<file path="src/rtl/mbs_pkg.sv">
package mbs_pkg;
  typedef enum logic [1:0] {
    MODE_RISE   = 2'b00,
    MODE_DUAL   = 2'b01,
    MODE_MANCH  = 2'b10,
    MODE_EXTCLK = 2'b11
  } rx_mode_e;
endpackage

</file>
<file path="src/rtl/mbs_sync.sv">
module mbs_sync #(
  parameter int WIDTH  = 2,
  parameter int STAGES = 2
) (
  input  logic             clk,
  input  logic             rst,
  input  logic [WIDTH-1:0] din,
  output logic [WIDTH-1:0] lvl,
  output logic [WIDTH-1:0] lvl_dly
);
  logic [WIDTH-1:0] pipe [STAGES];

  always_ff @(posedge clk) begin
    if (rst) begin
      for (int s = 0; s < STAGES; s++) pipe[s] <= '0;
      lvl_dly <= '0;
    end else begin
      pipe[0] <= din;
      for (int s = 1; s < STAGES; s++) pipe[s] <= pipe[s-1];
      lvl_dly <= pipe[STAGES-1];
    end
  end

  assign lvl = pipe[STAGES-1];
endmodule

</file>
<file path="src/rtl/mbs_edge_capture.sv">
module mbs_edge_capture (
  input  logic clk,
  input  logic rst,
  input  logic en,
  input  logic dual,
  input  logic d,
  input  logic ck_rise,
  input  logic ck_fall,
  output logic bit_o,
  output logic valid_o
);
  logic take;
  assign take = en && (ck_rise || (dual && ck_fall));

  always_ff @(posedge clk) begin
    if (rst) begin
      valid_o <= 1'b0;
      bit_o   <= 1'b0;
    end else begin
      valid_o <= take;
      if (take) bit_o <= d;
    end
  end


  rise_only_chk: assert property (@(posedge clk) disable iff (rst)
    (en && !dual && ck_fall) |=> !valid_o);
endmodule

</file>
<file path="src/rtl/mbs_manchester.sv">
module mbs_manchester #(
  parameter int OSR = 16
) (
  input  logic clk,
  input  logic rst,
  input  logic en,
  input  logic d,
  input  logic edge_det,
  output logic bit_o,
  output logic valid_o,
  output logic locked_o
);
  localparam int THRESH   = (3 * OSR) / 4;
  localparam int LOSS_LIM = 2 * OSR;
  localparam int SAT      = LOSS_LIM + 1;
  localparam int CW       = $clog2(LOSS_LIM + 2);

  logic [CW-1:0] cnt;
  logic          accept;

  assign accept = edge_det && (cnt >= CW'(THRESH)) && (cnt <= CW'(LOSS_LIM));

  always_ff @(posedge clk) begin
    if (rst) begin
      cnt      <= CW'(SAT);
      locked_o <= 1'b0;
      valid_o  <= 1'b0;
      bit_o    <= 1'b0;
    end else if (!en) begin
      cnt      <= CW'(SAT);
      locked_o <= 1'b0;
      valid_o  <= 1'b0;
    end else begin
      valid_o <= accept;
      if (accept) begin
        bit_o    <= d;
        locked_o <= 1'b1;
        cnt      <= '0;
      end else if (edge_det && !locked_o) begin
        cnt <= '0;
      end else if (cnt != CW'(SAT)) begin
        cnt <= cnt + 1'b1;
        if (cnt == CW'(LOSS_LIM)) locked_o <= 1'b0;
      end
    end
  end


  bit_when_locked_chk: assert property (@(posedge clk) disable iff (rst)
    valid_o |-> locked_o);
endmodule

</file>
<file path="src/rtl/mbs_receiver.sv">
module mbs_receiver #(
  parameter int OSR         = 16,
  parameter int SYNC_STAGES = 2
) (
  input  logic       clk,
  input  logic       rst,
  input  logic [1:0] mode,
  input  logic       rx_data,
  input  logic       rx_clk,
  output logic       bit_out,
  output logic       bit_valid,
  output logic       lock_lost,
  output logic       ref_clk_out
);
  import mbs_pkg::*;

  rx_mode_e   m;
  logic [1:0] lvl, lvl_dly;
  logic       ck_rise, ck_fall, d_edge;
  logic       cap_bit, cap_valid, man_bit, man_valid, man_locked;
  logic       man_en;

  assign m = rx_mode_e'(mode);
  assign man_en = (m == MODE_MANCH);

  mbs_sync #(.WIDTH(2), .STAGES(SYNC_STAGES)) u_sync (
    .clk(clk), .rst(rst), .din({rx_clk, rx_data}),
    .lvl(lvl), .lvl_dly(lvl_dly)
  );

  assign ck_rise = lvl[1] & ~lvl_dly[1];
  assign ck_fall = ~lvl[1] & lvl_dly[1];
  assign d_edge  = lvl[0] ^ lvl_dly[0];

  mbs_edge_capture u_cap (
    .clk(clk), .rst(rst), .en(!man_en), .dual(m == MODE_DUAL),
    .d(lvl[0]), .ck_rise(ck_rise), .ck_fall(ck_fall),
    .bit_o(cap_bit), .valid_o(cap_valid)
  );

  mbs_manchester #(.OSR(OSR)) u_man (
    .clk(clk), .rst(rst), .en(man_en), .d(lvl[0]), .edge_det(d_edge),
    .bit_o(man_bit), .valid_o(man_valid), .locked_o(man_locked)
  );

  always_ff @(posedge clk) begin
    if (rst) begin
      bit_out     <= 1'b0;
      bit_valid   <= 1'b0;
      lock_lost   <= 1'b0;
      ref_clk_out <= 1'b0;
    end else begin
      bit_valid <= man_en ? man_valid : cap_valid;
      if (man_en && man_valid) bit_out <= man_bit;
      else if (!man_en && cap_valid) bit_out <= cap_bit;
      lock_lost   <= man_en && !man_locked;
      ref_clk_out <= (m == MODE_EXTCLK) ? ~ref_clk_out : 1'b0;
    end
  end


  valid_single_chk: assert property (@(posedge clk) disable iff (rst)
    bit_valid |=> !bit_valid);

  ref_idle_chk: assert property (@(posedge clk) disable iff (rst)
    (mode != 2'b11) |=> !ref_clk_out);

  ref_toggle_chk: assert property (@(posedge clk) disable iff (rst)
    (mode == 2'b11) |=> (ref_clk_out != $past(ref_clk_out)));

  lock_idle_chk: assert property (@(posedge clk) disable iff (rst)
    (mode != 2'b10) |=> !lock_lost);
endmodule

</file>
<file path="config.mk">
export PLATFORM = sky130hd
export DESIGN_NAME = mbs_receiver
export DESIGN_NICKNAME = d
export VERILOG_FILES = /design/src/rtl/mbs_pkg.sv /design/src/rtl/mbs_sync.sv /design/src/rtl/mbs_edge_capture.sv /design/src/rtl/mbs_manchester.sv /design/src/rtl/mbs_receiver.sv
export SDC_FILE = /design/constraint.sdc
export NUM_CORES = 1
export LEC_CHECK = 0
export ABC_AREA = 1
export CORE_ASPECT_RATIO = 0.8
export CORE_MARGIN = 2
export CORE_UTILIZATION = 35
export DETAILED_ROUTE_END_ITERATION = 10
export GPL_TIMING_DRIVEN = 0
export PLACE_DENSITY = 0.65
export SLEW_MARGIN = 20
export SYNTH_ARGS = -nofsm -noshare
export SYNTH_HDL_FRONTEND = slang
export SYNTH_SLANG_ARGS = --single-unit
</file>
<file path="constraint.sdc">
create_clock -name clk -period 1.5 [get_ports clk]
set_input_delay 0.375 -clock clk [delete_from_list [all_inputs] [get_ports clk]]
set_output_delay 0.375 -clock clk [all_outputs]
set_load 0.02 [all_outputs]
</file>
# --- After elaboration in Yosys (flattened, before gate mapping) ---
# Memory sizes are Yosys's and may differ from the RTL's.
# Index checks and enable logic that the tools add are counted.
# Widths: inputs -> output; s select.
classes:
  mul: 0
  reduce_logical: 20
  order_cmp: 2
  eq_ne: 6
  n_shift: 0
  bitwise: 10
  muxes: 15
  add_sub_neg: 1
  n_div: 0
op_table:
  columns: ["operator", "n"]
  rows:
  - ["$mux 6", 3]
  - ["$mux 1", 10]
  - ["$logic_and 1x1->1", 8]
  - ["$add 6x1->6 const B", 1]
  - ["$eq 6x6->1 const B", 1]
  - ["$ge 6x4->1 const B", 1]
  - ["$le 6x6->1 const B", 1]
  - ["$ne 6x6->1 const B", 1]
  - ["$reduce_bool 2->1", 3]
  - ["$not 1->1", 5]
  - ["$eq 2x2->1 const B", 2]
  - ["$mux 2", 2]
  - ["$reduce_or 2->1", 2]
  - ["$reduce_or 4->1", 1]
  - ["$reduce_and 3->1", 1]
  - ["$reduce_bool 3->1", 1]
  - ["$and 1x1->1", 2]
  - ["$eq 2x1->1 const B", 1]
  - ["$logic_not 1->1", 2]
  - ["$ne 2x1->1 const B", 1]
  - ["$or 1x1->1", 2]
  - ["$reduce_and 2->1", 1]
  - ["$logic_or 1x1->1", 1]
  - ["$xor 1x1->1", 1]
word_totals:
  mem_bits_ro: 0
  input_bits: 6
  regBits: 17
  latchBits: 0
  ram_bits: 4
  output_inout_bits: 4
  n_memories: 1
  word_cells: 67
memory_table:
  columns: ["name", "words", "word_bits", "read_ports", "rd_ports_with_merged_regs", "write_ports", "line_no", "text"]
  rows:
  - ["u_sync.pipe", 2, 2, 2, 0, 2, "mbs_sync.sv:11", "logic [WIDTH-1:0] pipe [STAGES];"]

# --- Logic depth before layout (Yosys ltp) ---
logic_depth:
  depth_word: 5
  depth_mapped: 9

# --- Modules after synthesis ---
# From an unflattened synthesis, not the netlist that was laid out.
hier_totals:
  cells_unflattened: 125
  hier_area_um2: 978.4
modules_own_cells:
  columns: ["mod", "instances", "area_each_um2", "cells_per_inst"]
  rows:
  - ["mbs_manchester", 1, 514.2, 65]
  - ["mbs_receiver", 1, 192.7, 27]
  - ["mbs_sync", 1, 180.2, 20]
  - ["mbs_edge_capture", 1, 91.3, 13]

# --- Least setup slack after synthesis ---
# No wires, ideal clock.
synth_timing:
  kind: "flip-flop to flip-flop"
  start: "reg u_man.cnt[0]"
  end: "reg u_man.cnt[2]"
  setup_slack_ps: 406
  setup_ps: 64
  path_buffers: 0
  period_less_slack_ps: 1094
  t_arrival_ps: 1030
  path_stages_with_launch: 8
  cell_sequence: "dfxtp_1 inv_1 ha_1 nand3_2 nand2_2 nand2_2 nand3_2 nor2_1"
synth_via:
  elab_chain_cells: 4
synth_rtl:
  columns: ["element", "line_no", "text"]
  rows:
  - ["start: declaration", "mbs_manchester.sv:18", "logic [CW-1:0] cnt;"]
  - ["start signal: assignment", "mbs_manchester.sv:25", "cnt <= CW'(SAT);"]
  - ["start signal: assignment", "mbs_manchester.sv:30", "cnt <= CW'(SAT);"]
  - ["start signal: assignment", "mbs_manchester.sv:42", "cnt <= cnt + 1'b1;"]
  - ["$ge 6x4->1", "mbs_manchester.sv:21", "assign accept = edge_det && (cnt >= CW'(THRESH)) && (cnt <= CW'(LOSS_LIM));"]
  - ["$logic_and 1x1->1 (2 in a row)", "mbs_manchester.sv:21", null]
  - ["$reduce_or 4->1 (no line)", null, null]
# Several ways; a longest one is shown, not always the timed one.
# A chain may end at the register's enable or synchronous reset.

# --- Worst setup path in the final report ---
layout_timing:
  start: "reg bit_out"
  end: "out bit_out"
layout_rtl:
  columns: ["element", "line_no", "text"]
  rows:
  - ["start: declaration", "mbs_receiver.sv:10", "output logic bit_out,"]
  - ["start signal: assignment", "mbs_receiver.sv:54", "if (man_en && man_valid) bit_out <= man_bit;"]
  - ["start signal: assignment", "mbs_receiver.sv:55", "else if (!man_en && cap_valid) bit_out <= cap_bit;"]
# No word-level cell between the ends.

==> qor.yml <==
synth:
  syn_nets: 142
  yosysSeqAreaShare_pct: 44.4
  avgSynthCellArea_um2: 7.12
  synth_seq_cells: 21
  netlist_instances: 133
  ys_types: 18
  netlist_area_um2: 947
  yosysWarnings: 0
power_and_ir_drop:
  p_leak_nw: 0.545
  power_density_mw_per_mm2: 838
  peakVddDrop_uv: 428
timing:
  hold_ws_ns: 0.408
  finalSetupViolCount: 0
  slew_viol_final: 0
  slew_headroom_pct: 85.2
  period_share_pct: 91.2
  tightest_slew_ns: 0.222
  rsz0062_at_grt: "false"
  min_period_ns: 1.37
  finClkSkew_ns: 0.0109
  fin_tns_setup_ns: 0
  hold_viol_final: 0
  max_freq_mhz: 731
die:
  chipHeight_um: 50.5
  core_mm2: 0.00250
  die-area_mm2: 0.00314
  num_rows: 16
  dieWidth_um: 62.2
  start_util_pct: 37.8
  io_pins: 10
detailed_routing:
  drtIter0Drc: 23
  drt_wl_total_um: 1560
  via_per_inst: 4.32
  vias: 786
  route.detailed.drc: 0
  firstDrtPassIters: 4
  antenna_left: 0
  avgRoutedWirePerCell_um: 8.58
worst_setup_path:
  cp-end-kind: "output pin"
  worstSetupPathType: "reg -> out"
  crit_path_start_kind: "flip-flop"
  max_stage_delay_ns: 0.36
  path_buf_inv: 1
  critical_path.max_fanout: 2
  crit_path_top_delay_cell: "dfxtp_1"
  worstPathCellList: "dlygate4sd2_1"
  cp.arrival_ns: 0.99
  crit_family: "flip-flops"
  required_ns: 1.12
grt:
  grt_pass1_wl_um: 2720
  grt_max_degree: 12
  globalRouteOverflowTotal: 0
  grt_pass1_vias: 663
  antenna_found_initial: 0
  grt_use_total_pct: 11.2
placed_design:
  numPortBuffers: 9
  hpwlAfterDp_um: 1240
  gp_congestion: 0.794
  dp_cells: 178
clocking:
  cts_tree: "done"
  cts_buffers: 3
  clock_path_buffers: 2
  cts_max_level: 1
  cts_setup_buffers: 0
  clkSlewWorstSetupHoldPaths_ns: 0.12
  root_buffer: "clkbuf_4"
  cts_hold_buf: 0
  clock_latency_ns: 0.30
  cts_sinks: 21
layout:
  antenna_cells: 0
  final_nets: 156
  fin_cells: 182
  fillerInstances: 268
  syn_to_final_growth_pct: 16.5
  drive_gt1_share_pct: 13.0
run_status:
  status: "finished clean"
hold_path:
  worstHoldPathType: "reg -> reg"
run:
  maxCapViolations: 0
cell type report:
type	instances	area, um2	area share (%)
inverters	27	101	9.18
multi-input cells	84	420	38.1
repair buffers	9	85.1	7.71
well taps	36	45.0	4.08
plain buffers	1	5.00	0.454
clock buffers	4	26.3	2.38
flip-flops and latches	21	420	38.1
cell families (layout without fill, tap and decap cells):
| group | after synthesis | count (layout) | share of synthesized area, % |
|---|---|---|---|
| XOR/XNOR | 1 | 1 | 0.925 |
| AND/OR/NAND/NOR | 71 | 71 | 34.7 |
| flip-flops | 21 | 21 | 44.4 |
| AO/OA/AOI/OAI | 9 | 9 | 4.76 |
| adder cells (fa/ha/maj) | 3 | 3 | 3.96 |
| buffers and inverters | 28 | 41 | 11.2 |
worst paths after layout:
path / from / to / slack (ns) / cells after the start
setup reg to reg: u_man.cnt[0] / u_man.cnt[2] / 0.21 / 7
hold / removal: u_sync.pipe[0][0] / u_sync.pipe[0][2] / 0.41 / 2
hold reg to reg: u_sync.pipe[0][0] / u_sync.pipe[0][2] / 0.41 / 2
setup / recovery: bit_out / bit_out / 0.13 / 1
synthesized netlist by cell type (all sizes together):
cell | number | area (um2)
o21ai | 6 | 30.0
ha | 3 | 37.5
a21oi | 3 | 15.0
nand2 | 31 | 121
nand4 | 1 | 6.26
nor2 | 23 | 106
dfxtp | 21 | 420
nor3 | 1 | 5.00
buf | 1 | 5.00
xor2 | 1 | 8.76
nand3 | 15 | 90.1
inv | 27 | 101
layout by cell type, fill, tap and decap left out:
cell type,count
nor3_1,1
o21ai_0,4
xor2_1,1
nor2_4,1
dfxtp_1,21
clkdlybuf4s50_1,5
clkbuf_1,1
clkbuf_4,3
nor2_1,17
nand3_1,12
buf_2,1
o21ai_1,2
inv_2,4
inv_1,23
nand2_2,2
nand2_1,29
nand4_1,1
ha_1,3
a21oi_1,3
dlygate4sd2_1,4
nand3_2,3
nor2_2,5
per-stage QoR:
stage	power [mW]	setup slack, ns	instance area (um2)	utilization [%]
5_1_grt	0.971	0.0478	1100	44.1
2_1_floorplan	0.640	0.406	947	-
6_report	0.925	0.132	1100	44.1
4_1_cts	0.930	0.113	1100	44.1
3_3_place_gp	0.669	-0.126	1080	43.3
3_5_place_dp	0.671	-0.146	1080	43.3
state kept, by name, indices dropped and copies added (netlist names):
name,cells
lock_lost,1
u_man.locked_o,1
u_man.cnt,6
u_man.bit_o,1
u_cap.valid_o,1
ref_clk_out,1
u_sync.lvl_dly,2
u_sync.pipe,4
u_man.valid_o,1
u_cap.bit_o,1
bit_out,1
bit_valid,1
what timing repair did:
action | CTS | global route
resized for setup | 4 | 0
endpoints found under the hold margin | 0 | 0
endpoints found under the setup margin | 4 | 0
routing by layer:
metal	global-route usage, %	wire length (um)
met3	4.04	61
met1	13.7	738
met2	18.7	744
met5	0	0
met4	3.33	17
where the power goes:
part	switching, mW	internal [mW]
Sequential	0.00639	0.569
Combinational	0.0469	0.0338
Clock	0.165	0.104
Total	0.218	0.707
No activity file was read; power rests on OpenSTA's default activity.
